--- src/rtl/spi_cfg_write_slave.sv ---
`timescale 1ns/1ps
module spi_cfg_write_slave #(
  parameter int NUM_REGS = 4,
  parameter int DW = 8,
  parameter int AW = 8,
  parameter int CW = 6,
  parameter logic [CW-1:0] WR_CMD = 6'h02
) (
  input  logic                   clk,
  input  logic                   rst_n,
  input  logic                   cs_n,
  input  logic                   sclk,
  input  logic                   sdi,
  output logic [1:0]             cur_mode,
  output logic                   wr_stb,
  output logic [AW-1:0]          wr_addr,
  output logic [DW-1:0]          wr_data,
  output logic [NUM_REGS*DW-1:0] regs_flat
);
  localparam int FRAME = CW + AW + DW;
  localparam int CNT_W = $clog2(FRAME + 1);
  localparam logic [CNT_W-1:0] FULL_CNT = CNT_W'(FRAME);
  localparam logic [AW:0] NREG_LIM = (AW+1)'(NUM_REGS);

  logic [1:0]       cs_sy, ck_sy, di_sy;
  logic             cs_q, ck_q;
  logic [1:0]       frm_mode;
  logic [CNT_W-1:0] cnt;
  logic [FRAME-1:0] shr;
  logic [DW-1:0]    regs [NUM_REGS];

  wire cs_s = cs_sy[1];
  wire ck_s = ck_sy[1];
  wire di_s = di_sy[1];

  wire cs_fall = cs_q & ~cs_s;
  wire cs_rise = ~cs_q & cs_s;
  wire ck_rise = ck_s & ~ck_q;
  wire ck_fall = ~ck_s & ck_q;
  wire on_rise = (frm_mode[1] == frm_mode[0]);
  wire cap     = ~cs_s & ~cs_q & (on_rise ? ck_rise : ck_fall);
  wire full    = (cnt == FULL_CNT);

  wire [CW-1:0] f_cmd  = shr[FRAME-1 -: CW];
  wire [AW-1:0] f_addr = shr[DW +: AW];
  wire [DW-1:0] f_data = shr[DW-1:0];
  wire          hit    = full & (f_cmd == WR_CMD) & ({1'b0, f_addr} < NREG_LIM);
  wire          commit = cs_rise & hit;

  assign cur_mode = regs[0][1:0];

  always_ff @(posedge clk or negedge rst_n) begin
    if (!rst_n) begin
      cs_sy <= 2'b11;
      ck_sy <= 2'b00;
      di_sy <= 2'b00;
      cs_q  <= 1'b1;
      ck_q  <= 1'b0;
    end else begin
      cs_sy <= {cs_sy[0], cs_n};
      ck_sy <= {ck_sy[0], sclk};
      di_sy <= {di_sy[0], sdi};
      cs_q  <= cs_s;
      ck_q  <= ck_s;
    end
  end

  always_ff @(posedge clk or negedge rst_n) begin
    if (!rst_n) begin
      frm_mode <= 2'b00;
      cnt      <= '0;
      shr      <= '0;
    end else if (cs_fall) begin
      frm_mode <= cur_mode;
      cnt      <= '0;
    end else if (cap && !full) begin
      shr <= {shr[FRAME-2:0], di_s};
      cnt <= cnt + 1'b1;
    end
  end

  always_ff @(posedge clk or negedge rst_n) begin
    if (!rst_n) begin
      for (int i = 0; i < NUM_REGS; i++) regs[i] <= '0;
      wr_stb  <= 1'b0;
      wr_addr <= '0;
      wr_data <= '0;
    end else begin
      wr_stb <= commit;
      if (commit) begin
        wr_addr <= f_addr;
        wr_data <= f_data;
        for (int i = 0; i < NUM_REGS; i++)
          if (f_addr == AW'(i)) regs[i] <= f_data;
      end
    end
  end

  for (genvar g = 0; g < NUM_REGS; g++) begin : g_flat
    assign regs_flat[g*DW +: DW] = regs[g];
  end

  AST_STB_AFTER_RISE: assert property (@(posedge clk) disable iff (!rst_n) wr_stb |-> $past(cs_rise) && $past(full));
  AST_STB_PULSE: assert property (@(posedge clk) disable iff (!rst_n) wr_stb |=> !wr_stb);
  AST_SHORT_DISCARD: assert property (@(posedge clk) disable iff (!rst_n) (cs_rise && !full) |=> !wr_stb);
  AST_FRAME_MODE_HELD: assert property (@(posedge clk) disable iff (!rst_n) (!cs_s && !cs_q) |=> $stable(frm_mode));
  AST_MODE_BY_WRITE: assert property (@(posedge clk) disable iff (!rst_n) (cur_mode != $past(cur_mode)) |-> (wr_stb && wr_addr == '0));
  AST_CNT_BOUND: assert property (@(posedge clk) disable iff (!rst_n) (cnt == FULL_CNT) |=> (cnt == FULL_CNT) || $past(cs_fall));
  AST_MAPPED_ONLY: assert property (@(posedge clk) disable iff (!rst_n) wr_stb |-> ({1'b0, wr_addr} < NREG_LIM));
  AST_WRITE_CMD: assert property (@(posedge clk) disable iff (!rst_n) wr_stb |-> $past(f_cmd) == WR_CMD);
endmodule

--- config.mk ---
export PLATFORM = sky130hd
export DESIGN_NAME = spi_cfg_write_slave
export DESIGN_NICKNAME = d
export VERILOG_FILES = /design/src/rtl/spi_cfg_write_slave.sv
export SDC_FILE = /design/constraint.sdc
export NUM_CORES = 1
export LEC_CHECK = 0
export BUFFER_PORTS_ARGS = -buffer_cell sky130_fd_sc_hd__buf_2
export CORE_MARGIN = 2
export CORE_UTILIZATION = 30
export CTS_BUF_LIST = sky130_fd_sc_hd__clkbuf_16
export CTS_CLUSTER_DIAMETER = 30
export CTS_CLUSTER_SIZE = 28
export DETAILED_ROUTE_END_ITERATION = 7
export REMOVE_ABC_BUFFERS = 1
export SYNTH_ARGS = -nofsm -noshare
export SYNTH_HDL_FRONTEND = slang
export SYNTH_SLANG_ARGS = --single-unit
--- constraint.sdc ---
create_clock -name clk -period 1.95 [get_ports clk]
set_input_delay 0.195 -clock clk [delete_from_list [all_inputs] [get_ports clk]]
set_output_delay 0.195 -clock clk [all_outputs]
set_load 0.02 [all_outputs]
After elaboration in Yosys (flattened, before gate mapping)

Index checks and enable logic that the tools add are counted.

Add/subtract/negate cells: 1
Magnitude comparators: 1
Eq/ne operators: 6
Muxes and demuxes: 3
Bitwise logic cells: 14
Reductions and logical operators: 9

Operators with widths:

| operator              | count |
|---|---|
| $eq A8 B2 Y1 const B  | 2 |
| $mux W5               | 2 |
| $reduce_and A2 Y1     | 5 |
| $and A1 B1 Y1         | 9 |
| $eq A8 B1 Y1 const B  | 1 |
| $logic_not A8 Y1      | 1 |
| $lt A8 B3 Y1 const B  | 1 |
| $eq A6 B2 Y1 const B  | 1 |
| $add A5 B1 Y5 const B | 1 |
| $eq A5 B5 Y1 const B  | 1 |
| $not A1 Y1            | 5 |
| $reduce_bool A2 Y1    | 1 |
| $eq A1 B1 Y1          | 1 |
| $logic_and A1 B1 Y1   | 1 |
| $logic_not A1 Y1      | 1 |
| $mux W1               | 1 |

Register bits after elaboration: 86
Input port bits: 5
Output and inout bits: 51
Logic and storage cells: 49

Longest topological paths before layout

Gate-level depths: netlist (run 1).

Depth in word-level cells: 7
Gate-level depth with buffers: 7
Depth with buffers taken out: 5

Worst setup path before layout (run 1)

No wires, ideal clock.

Path kind: reg-to-reg
From: register cs_sy[1]
To: register wr_addr[0]
Setup time: 125 ps
Arrival: 1831 ps
Data required time: 1825 ps
Path slack: -6 ps
Stages on the path, launching flop included: 6
Clock period less this slack: 1956 ps
Cell sequence: dfstp_2 > and4bb_2 > nand4_4 > nor2_2 > buf_2 > mux2_2

Word-level cells in the longest chain between the ends: 2

RTL lines:

| item                   | line | source |
|---|---|---|
| from (decl)            | 25   | `logic [1:0] cs_sy, ck_sy, di_sy;` |
| from (signal assigned) | 60   | `cs_sy <= {cs_sy[0], cs_n};` |
| $and A1 B1 Y1          | 37   | `wire cs_rise = ~cs_q & cs_s;` |
| $and A1 B1 Y1          | 48   | `wire commit = cs_rise & hit;` |
| to (signal assigned)   | 91   | `wr_addr <= f_addr;` |
| to (decl)              | 16   | `output logic [AW-1:0] wr_addr,` |

No other way between the ends.
A chain may end at the register's enable or synchronous reset.

Worst setup path in the final report (run 1)

From: register shr[12]
To: register regs, in the netlist regs_flat[27]

Word-level cells in the longest chain between the ends: 4
Elaborated cells on any way between the ends: 5
Classes of those cells: 1 x order compare; 1 x eq/ne; 2 x bitwise; 1 x reduce/logical

RTL lines:

| item                                   | line | source |
|---|---|---|
| from (decl)                            | 29   | `logic [FRAME-1:0] shr;` |
| from (signal assigned)                 | 77   | `shr <= {shr[FRAME-2:0], di_s};` |
| $lt A8 B3 Y1                           | 47   | `wire hit = full & (f_cmd == WR_CMD) & ({1'b0, f_addr} < NREG_LIM);` |
| $and A1 B1 Y1                          | 47   |  |
| $and A1 B1 Y1                          | 48   |  |
| $reduce_and A2 Y1 (no source line) (*) | --   |  |
| to (signal, indexed assignment)        | 94   | `if (f_addr == AW'(i)) regs[i] <= f_data;` |
| to (decl)                              | 30   | `logic [DW-1:0] regs [NUM_REGS];` |

Mark *: on every way between the ends. The rest lies on a longest branch, timed or not.

==> reports/metrics.csv, run 1 <==
stage,metric,value,unit
sta,timing.final.crit_share,99.5,%
power,p_leak,2.38,nW
clock_tree,cts_tree,yes,
global_routing,grt_overflow,0,
cells_and_area,final_nets,301,
power,finalPower,3.82,mW
cells_and_area,areaGrowthSynthToFinish,31.8,%
global_routing,grt_pass1_vias,2088,
cells_and_area,n_antenna_cell,0,
detailed_routing,post-route-drc-count,0,
job,cap_violations,0,
power,p_int,3.02,mW
detailed_routing,wl_per_cell,15.9,µm
clock_tree,cts_root_buf,clkbuf_16,
die,fp-row-count,39,
placed_design,dp.cells,417,
detailed_routing,wirelength,7010,µm
die,dieArea,12300,µm²
yosys,synth-seq-cells,86,
placed_design,io_buffers,55,
worst_setup_path,r2r_slack,0.01,ns
detailed_routing,vias,1958,
status,status,"complete, no violations",
yosys,ys.flop_type,dfrtp_1,
yosys,netlist_instances,208,
cells_and_area,finish.instance_area,4510,µm²
sta,worst_pin_slew,0.516,ns
detailed_routing,ant_nets,0,
cells_and_area,final_cell_mix,"dfrtp_1, buf_2, mux2_2, mux2_4, buf_4",
clock_tree,cts.path.max_buffers,2,
placed_design,placed_cell_area,4000,µm²
yosys,synth_top_cell_by_area,dfrtp_1,
sta,slew_headroom,65.6,%
cells_and_area,instances_no_fill,442,
sta,fin_setup_tns,0,ns
die,coreArea,11300,µm²
power,cellPowerDensity,846,nW/µm²
sta,grt_setup_unrepaired,true,
power,irDropWorstVdd,464,µV
worst_setup_path,arrival,2.16,ns
sta,slew_viol_final,0,
power,netSwitchingFraction,21.0,%
sta,layout_min_cycle_time,1.94,ns
clock_tree,numCtsBuffers,9,
yosys,ys_seq_area_share,63.0,%
die,die_w,111,µm
worst_setup_path,crit_required,2.17,ns
global_routing,grt_usage,11.9,%
sta,fmaxAchievable,516,MHz
worst_setup_path,start_kind,flip-flop,
power,p_comb_share,3.7,%
yosys,synthTopCellsByArea,"dfrtp_1, mux2_2, mux2_4",
sta,setup_slack,0.0102,ns
yosys,syn_area,3420,µm²
cells_and_area,final_common_cell,dfrtp_1,
placed_design,post-place-ws,-0.0641,ns
worst_setup_path,cp_max_fo,7,
global_routing,antenna_found_initial,0,
yosys,synth_top_area_share,60.7,%
hold_path,hold_path_class,reg -> reg,
detailed_routing,vias_per_cell,4.43,
sta,finClkSkew,0.00602,ns
clock_tree,worstSkewPairLatency,0.33,ns
yosys,synth-edff-count,0,
die,io_pins,56,
cells_and_area,nFillCells,1025,
detailed_routing,first_iter_violations,65,
yosys,synth_cell_type_count,34,
power,p_clk_share,45.9,%
sta,setup_viol,0,
sta,finalHoldViolations,0,
sta,timing.hold.ws,0.353,ns
worst_setup_path,end_kind,flip-flop,
clock_tree,numClockSinks,86,
placed_design,routabilityCongestion,0.711,
cells_and_area,utilization,40.0,%
power,pwr-share-seq,50.4,%
yosys,yosysWarnings,0,
global_routing,grt_pass1_wl,11400,µm
die,die_h,111,µm
cells_and_area,drive_gt1_share,58.2,%
die,start_util,30.4,%
worst_setup_path,critical_path_class,reg -> reg,
detailed_routing,drt_pre_antenna_iters,4,
yosys,syn_area_per_cell,16.5,µm²
yosys,synth-async-reset-ratio,100,%
clock_tree,ctsHtreeMaxLevel,3,
placed_design,hpwl,4680,µm
global_routing,grt_max_degree,40,
power,p_sw,0.804,mW
clock_tree,clk_pin_slew,0.06,ns
## metal layers
metal | routed length [µm] | vias to the layer above | GRT usage, %
li1 | - | 914 | -
met1 | 3270 | 1003 | 15.8
met2 | 3410 | 34 | 18.4
met3 | 255 | 7 | 3.50
met4 | 72 | 0 | 4.75
met5 | 0 | - | 0
## final timing paths
| kind | startpoint | to | cells after the start |
|---|---|---|---|
| setup / recovery | shr[12] | regs_flat[27] | 5 |
| hold / removal | ck_sy[0] | ck_sy[1] | 0 |
| setup reg to reg | shr[12] | regs_flat[27] | 5 |
| hold reg to reg | ck_sy[0] | ck_sy[1] | 0 |
| max in group asynchronous | rst_n | wr_data[5] | 3 |
| min in group asynchronous | rst_n | frm_mode[1] | 2 |
## final cells by class
cell class                      instances  area, µm²  area share [%]
Timing Repair Buffer                   84        566            12.5
Sequential cell                        86       2160            47.8
Clock inverter                          7       83.8            1.86
Inverter                                2       7.51           0.166
Clock buffer                            9        225            4.99
Multi-Input combinational cell        111       1300            28.7
Tap cell                              143        179            3.96
## power groups by stage
stage | Clock [mW] | Sequential (mW) | Combinational [mW]
floorplan | 0 | 1.92 | 0.0627
CTS | 1.80 | 1.92 | 0.140
finish | 1.75 | 1.93 | 0.140
detailed placement | 0 | 1.96 | 0.132
global placement | 0 | 1.95 | 0.129
global route | 1.89 | 1.94 | 0.158
## what timing repair did
item / 4_1_cts / 5_1_grt
buffers inserted: 0 / 5
pin swaps: 2 / 3
endpoints found under the setup margin: 39 / 58
endpoints found under the hold margin: 37 / 0
resized for setup: 6 / 23
hold buffers: 4 / 0
## worst max-delay path, cell delays in order, from the launching register on
cell and delay [ns]:
dfrtp_1 0.42, nor4_4 0.36, nand4_4 0.18, or3_4 0.41, buf_6 0.16, mux2_4 0.30
## synthesized netlist by cell type (2+ instances only)
cell type	instances
nand2_1	6
nor2b_1	6
buf_4	2
buf_6	3
inv_1	2
clkbuf_1	2
mux2i_1	4
buf_2	2
mux2_4	8
ha_1	2
nor4_4	3
dfrtp_1	83
nor4bb_1	3
nor3b_1	2
dfstp_2	3
mux2_2	59
## state kept, by name (all words and copies together), names as in the netlist
| register | count |
|---|---|
| ck_q | 1 |
| ck_sy | 2 |
| cnt | 5 |
| cs_q | 1 |
| cs_sy | 2 |
| cur_mode | 2 |
| di_sy | 2 |
| frm_mode | 2 |
| regs_flat | 30 |
| shr | 22 |
| wr_addr | 8 |
| wr_data | 8 |
| wr_stb | 1 |
## logic make-up after synthesis
kind of cell	Yosys count	synth area share, %
multiplexers	71	24.1
AO/OA/AOI/OAI	4	0.840
AND/OR/NAND/NOR	32	8.73
flip-flops	86	63.0
buffers and inverters	11	2.16
XOR/XNOR	2	0.512
adder cells (fa/ha/maj)	2	0.731
Note: power is estimated with default switching activity, not from simulation.
==> run 2: changes to the inputs <==
Settings changed: CORE_ASPECT_RATIO from default to 0.6.
==> reports/metrics.csv, run 2 (synthesis gave the netlist of run 1 again) <==
stage,metric,value,unit,change
clock_tree,worstSkewPairLatency,0.34,ns,about the same
cells_and_area,largest_register_ffs,30,,unchanged
sta,setup_viol,0,,unchanged
detailed_routing,post-route-drc-count,0,,unchanged
worst_setup_path,cp_max_fo,4,,-3
worst_setup_path,arrival,2.16,ns,about the same
global_routing,grt_overflow,0,,unchanged
placed_design,io_buffers,55,,unchanged
detailed_routing,wl_per_cell,15.4,µm,-2.9%
detailed_routing,vias_per_cell,4.49,,+1.3%
die,start_util,30.5,%,+0.13 points
cells_and_area,areaGrowthSynthToFinish,30.3,%,
cells_and_area,finish.instance_area,4460,µm²,-1.2%
global_routing,busiest_layer,met2,,
cells_and_area,instances_no_fill,438,,-0.90%
sta,fin_setup_tns,0,ns,unchanged
detailed_routing,first_iter_violations,108,,+66%
detailed_routing,drt_pre_antenna_iters,4,,unchanged
die,die_h,86.8,µm,-22%
clock_tree,cts.path.max_buffers,2,,unchanged
worst_setup_path,end_kind,flip-flop,,
detailed_routing,vias,1965,,+0.36%
cells_and_area,n_antenna_cell,0,,unchanged
worst_setup_path,crit_required,2.17,ns,about the same
cells_and_area,final_cell_mix,"dfrtp_1, buf_2, mux2_2, mux2_4, buf_4",,
clock_tree,numCtsBuffers,9,,unchanged
clock_tree,ctsHtreeMaxLevel,3,,unchanged
cells_and_area,nFillCells,1056,,+3.0%
cells_and_area,drive_gt1_share,57.8,%,-0.37 points
power,p_leak,2.35,nW,-1.2%
clock_tree,cts_tree,yes,,
global_routing,grt_max_degree,44,,+10%
die,dieArea,12300,µm²,+0.23%
sta,finalHoldViolations,0,,unchanged
placed_design,placed_cell_area,3980,µm²,-0.47%
power,irDropWorstVdd,492,µV,+6.2%
sta,slew_viol_final,0,,unchanged
worst_setup_path,critical_path_class,reg -> reg,,
job,cap_violations,0,,unchanged
power,cellPowerDensity,863,nW/µm²,+1.9%
clock_tree,cts_root_buf,clkbuf_16,,
sta,finClkSkew,0.00873,ns,+0.00271 ns
placed_design,post-place-ws,-0.0624,ns,+0.00171 ns
die,die_w,142,µm,+28%
die,fp-row-count,30,,-23%
sta,timing.hold.ws,0.352,ns,-0.00173 ns
sta,slew_headroom,63.2,%,-2.4 points
global_routing,grt_pass1_wl,11100,µm,-2.7%
die,io_pins,56,,unchanged
global_routing,grt_usage,12.1,%,+0.16 points
worst_setup_path,start_kind,flip-flop,,
placed_design,hpwl,4690,µm,+0.27%
global_routing,antenna_found_initial,0,,unchanged
detailed_routing,ant_nets,0,,unchanged
cells_and_area,final_common_cell,dfrtp_1,,
sta,layout_min_cycle_time,1.94,ns,+0.00205 ns
clock_tree,clk_pin_slew,0.06,ns,about the same
sta,grt_setup_unrepaired,true,,
global_routing,grt_pass1_vias,2073,,-0.72%
clock_tree,numClockSinks,86,,unchanged
placed_design,dp.cells,417,,unchanged
sta,setup_slack,0.00818,ns,-0.00205 ns
global_routing,use_met1,16.1,%,+0.31 points
status,status,"complete, no violations",,
cells_and_area,final_nets,296,,-1.7%
global_routing,grt_use_met2,18.0,%,-0.48 points
hold_path,hold_path_class,reg -> reg,,
die,coreArea,11200,µm²,-0.43%
global_routing,grt_use_met3,5.91,%,+2.4 points
detailed_routing,wirelength,6740,µm,-3.8%
sta,worst_pin_slew,0.552,ns,+0.0357 ns
sta,fmaxAchievable,515,MHz,-0.11%
sta,timing.final.crit_share,99.6,%,+0.11 points
placed_design,routabilityCongestion,0.726,,+2.2%
-- run 2: routing by layer --
| metal | wire length [µm] | up-vias |
|---|---|---|
| li1 | - | 911 |
| met1 | 3380 | 998 |
| met5 | 0 | - |
| met4 | 56 | 0 |
| met3 | 392 | 7 |
| met2 | 2920 | 49 |
-- run 2: through the flow --
step	utilization, %	power (mW)
3_5_place_dp	35.5	2.08
2_1_floorplan	-	1.99
3_3_place_gp	35.5	2.08
5_1_grt	39.8	4.01
4_1_cts	38.9	3.90
6_report	39.8	3.85
-- run 2: repair_timing --
action,CTS,global route
pin swaps,0,1
hold buffers,4,0
setup endpoints to repair,31,52
endpoints found under the hold margin,41,0
buffers inserted,1,0
resized for setup,3,24
-- run 2: final cells by class --
class | instances | area (µm²) | area share, %
sequential | 86 | 2160 | 48.3
multi-input combinational | 111 | 1290 | 28.9
timing repair buffer | 79 | 515 | 11.6
clock buffer | 9 | 225 | 5.05
tap | 144 | 180 | 4.04
clock inverter | 7 | 90.1 | 2.02
inverter | 2 | 7.51 | 0.168
-- run 2: power by group --
group,leakage [nW],internal [mW],total [mW],switching [mW]
sequential,1.17,1.84,1.93,0.0927
combinational,1.02,0.0694,0.132,0.0622
clock,0.157,1.11,1.79,0.672
total,2.35,3.02,3.85,0.827
-- run 2: final timing paths --
path / start / end / slack [ns] / cells after the start
min: di_sy[0] / di_sy[1] / 0.35 / 0
min in group asynchronous: rst_n / wr_stb / 0.40 / 2
min reg2reg: di_sy[0] / di_sy[1] / 0.35 / 0
max: cs_sy[1] / regs_flat[31] / 0.008 / 5
max in group asynchronous: rst_n / wr_data[1] / 0.93 / 3
max reg2reg: cs_sy[1] / regs_flat[31] / 0.008 / 5
-- run 2: worst max-delay path, cell delays in order, from the launching register on --
cell and delay, ns:
dfstp_2 0.53, and4bb_2 0.27, nand4_4 0.14, or3_1 0.41, buf_4 0.18, mux2_4 0.30
==> run 3: changes to the inputs <==
Settings changed: RECOVER_POWER from default to 100.
==> reports/metrics.csv, run 3 (synthesis gave the netlist of run 1 again) <==
stage,metric,value,unit,change
worst_setup_path,cp_cell_sequence,and4bb_2 -> nand4_4 -> or3_1 -> buf_4 -> mux2_4,,
clock_tree,numClockSinks,86,,unchanged
sta,finClkSkew,0.00860,ns,-0.000137 ns
die,coreArea,11200,µm²,unchanged
placed_design,hpwl,4690,µm,unchanged
job,cap_violations,0,,unchanged
placed_design,routabilityCongestion,0.726,,unchanged
worst_setup_path,crit_required,2.17,ns,about the same
sta,worst_pin_slew,1.05,ns,+0.501 ns
sta,setup_viol,0,,unchanged
cells_and_area,multiInputGateArea,1290,µm²,unchanged
worst_setup_path,end_kind,flip-flop,,
status,status,"complete, no violations",,
clock_tree,cts_tree,yes,,
cells_and_area,n_antenna_cell,0,,unchanged
die,fp-row-count,30,,unchanged
sta,timing.final.crit_share,99.5,%,about the same
global_routing,grt_overflow,0,,unchanged
detailed_routing,vias_per_cell,4.51,,+0.46%
cells_and_area,nFillCells,1078,,+2.1%
global_routing,grt_usage,12.1,%,unchanged
global_routing,grt_max_degree,44,,unchanged
global_routing,antenna_found_initial,0,,unchanged
power,cellPowerDensity,879,nW/µm²,+1.9%
die,die_w,142,µm,unchanged
detailed_routing,vias,1974,,+0.46%
detailed_routing,post-route-drc-count,0,,unchanged
global_routing,grt_pass1_vias,2073,,unchanged
hold_path,hold_depth,0,,unchanged
cells_and_area,areaGrowthSynthToFinish,27.8,%,
power,irDropWorstVdd,492,µV,-0.14%
worst_setup_path,ff2ff_path_depth,5,,unchanged
cells_and_area,drive_gt1_share,39.8,%,-18 points
clock_tree,worstSkewPairLatency,0.34,ns,about the same
cells_and_area,final_cell_mix,"dfrtp_1, clkbuf_1, mux2_2, mux2_4, buf_4",,
detailed_routing,first_iter_violations,90,,-17%
sta,fmaxAchievable,515,MHz,about the same
clock_tree,cts.path.max_buffers,2,,unchanged
detailed_routing,ant_nets,0,,unchanged
hold_path,hold_path_class,reg -> reg,,
worst_setup_path,start_kind,flip-flop,,
die,dieArea,12300,µm²,unchanged
worst_setup_path,arrival,2.16,ns,about the same
clock_tree,numCtsBuffers,9,,unchanged
die,start_util,30.5,%,unchanged
die,io_pins,56,,unchanged
detailed_routing,drt_pre_antenna_iters,4,,unchanged
clock_tree,cts_root_buf,clkbuf_16,,
detailed_routing,wirelength,6740,µm,about the same
clock_tree,ctsHtreeMaxLevel,3,,unchanged
sta,slew_headroom,29.8,%,-33 points
cells_and_area,final_common_cell,dfrtp_1,,
worst_setup_path,cp_max_fo,4,,unchanged
cells_and_area,finish.instance_area,4380,µm²,-1.9%
cells_and_area,final_nets,296,,unchanged
worst_setup_path,worst_path_max_delay_cell,dfstp_2,,
placed_design,placed_cell_area,3980,µm²,unchanged
placed_design,dp.cells,417,,unchanged
placed_design,io_buffers,55,,unchanged
sta,timing.hold.ws,0.353,ns,+0.00161 ns
die,die_h,86.8,µm,unchanged
sta,grt_setup_unrepaired,true,,
cells_and_area,largest_register_ffs,30,,unchanged
global_routing,grt_pass1_wl,11100,µm,unchanged
cells_and_area,regArea,2160,µm²,unchanged
sta,layout_min_cycle_time,1.94,ns,-0.00167 ns
cells_and_area,instances_no_fill,438,,unchanged
detailed_routing,wl_per_cell,15.4,µm,about the same
worst_setup_path,critical_path_class,reg -> reg,,
worst_setup_path,slowest_delay,0.53,ns,about the same
clock_tree,clk_pin_slew,0.06,ns,about the same
sta,slew_viol_final,0,,unchanged
power,p_leak,2.12,nW,-10%
sta,finalHoldViolations,0,,unchanged
-- run 3: repair_timing --
| action | 4_1_cts | 5_1_grt |
|---|---|---|
| hold buffers | 4 | 0 |
| pin swaps | 0 | 1 |
| hold endpoints to repair | 41 | 0 |
| gates resized for setup | 3 | 24 |
| cloned | 0 | 0 |
| setup buffers | 1 | 0 |
| endpoints found under the setup margin | 31 | 52 |
-- run 3: final cells by class --
| cell class | count | share of cell area, % |
|---|---|---|
| flip-flops and latches | 86 | 49.3 |
| multi-input cells | 111 | 29.4 |
| repair buffers | 79 | 9.83 |
| clock buffers | 9 | 5.15 |
| well taps | 144 | 4.12 |
| clock inverters | 7 | 2.06 |
| inverters | 2 | 0.172 |
-- run 3: worst max-delay path, delay by kind of cell, from the launching register on --
family	cells	cell delay (ns)
buf+inv	1	0.18
simple gates	3	0.82
mux	1	0.30
flops	1	0.53
-- run 3: path summary, 6_finish.rpt --
kind	slack, ns	startpoint	end
setup / recovery	0.01	cs_sy[1]	regs_flat[31]
hold / removal	0.35	di_sy[0]	di_sy[1]
setup reg to reg	0.01	cs_sy[1]	regs_flat[31]
hold reg to reg	0.35	di_sy[0]	di_sy[1]
max in group asynchronous	0.28	rst_n	cur_mode[0]
min in group asynchronous	0.59	rst_n	wr_stb
-- run 3: power by group --
group	total (mW)	internal [mW]	leakage (nW)	switching [mW]
Combinational	0.126	0.0643	0.788	0.0620
Clock	1.79	1.11	0.157	0.675
Sequential	1.93	1.84	1.17	0.0927
Total	3.85	3.02	2.12	0.830
-- run 3: per-layer routing --
metal | part of all wire (%) | wire length, µm | track usage, % | up-vias
li1 | - | - | - | 912
met1 | 51 | 3420 | 16.1 | 1009
met2 | 43 | 2890 | 18.0 | 47
met3 | 5.6 | 377 | 5.91 | 6
met4 | 0.70 | 47 | 2.45 | 0
met5 | 0 | 0 | 0 | -
-- run 3: through the flow --
stage | util [%] | total power [mW] | TNS, ns | setup WS (ns)
after floorplan | - | 1.99 | -4.80 | -0.187
after global placement | 35.5 | 2.08 | -0.0795 | -0.0182
after detailed placement | 35.5 | 2.08 | -0.626 | -0.0624
after CTS | 38.9 | 3.90 | 0 | 0.00393
after global routing | 39.0 | 4.00 | -3.25 | -0.0924
final | 39.0 | 3.85 | 0 | 0.00985
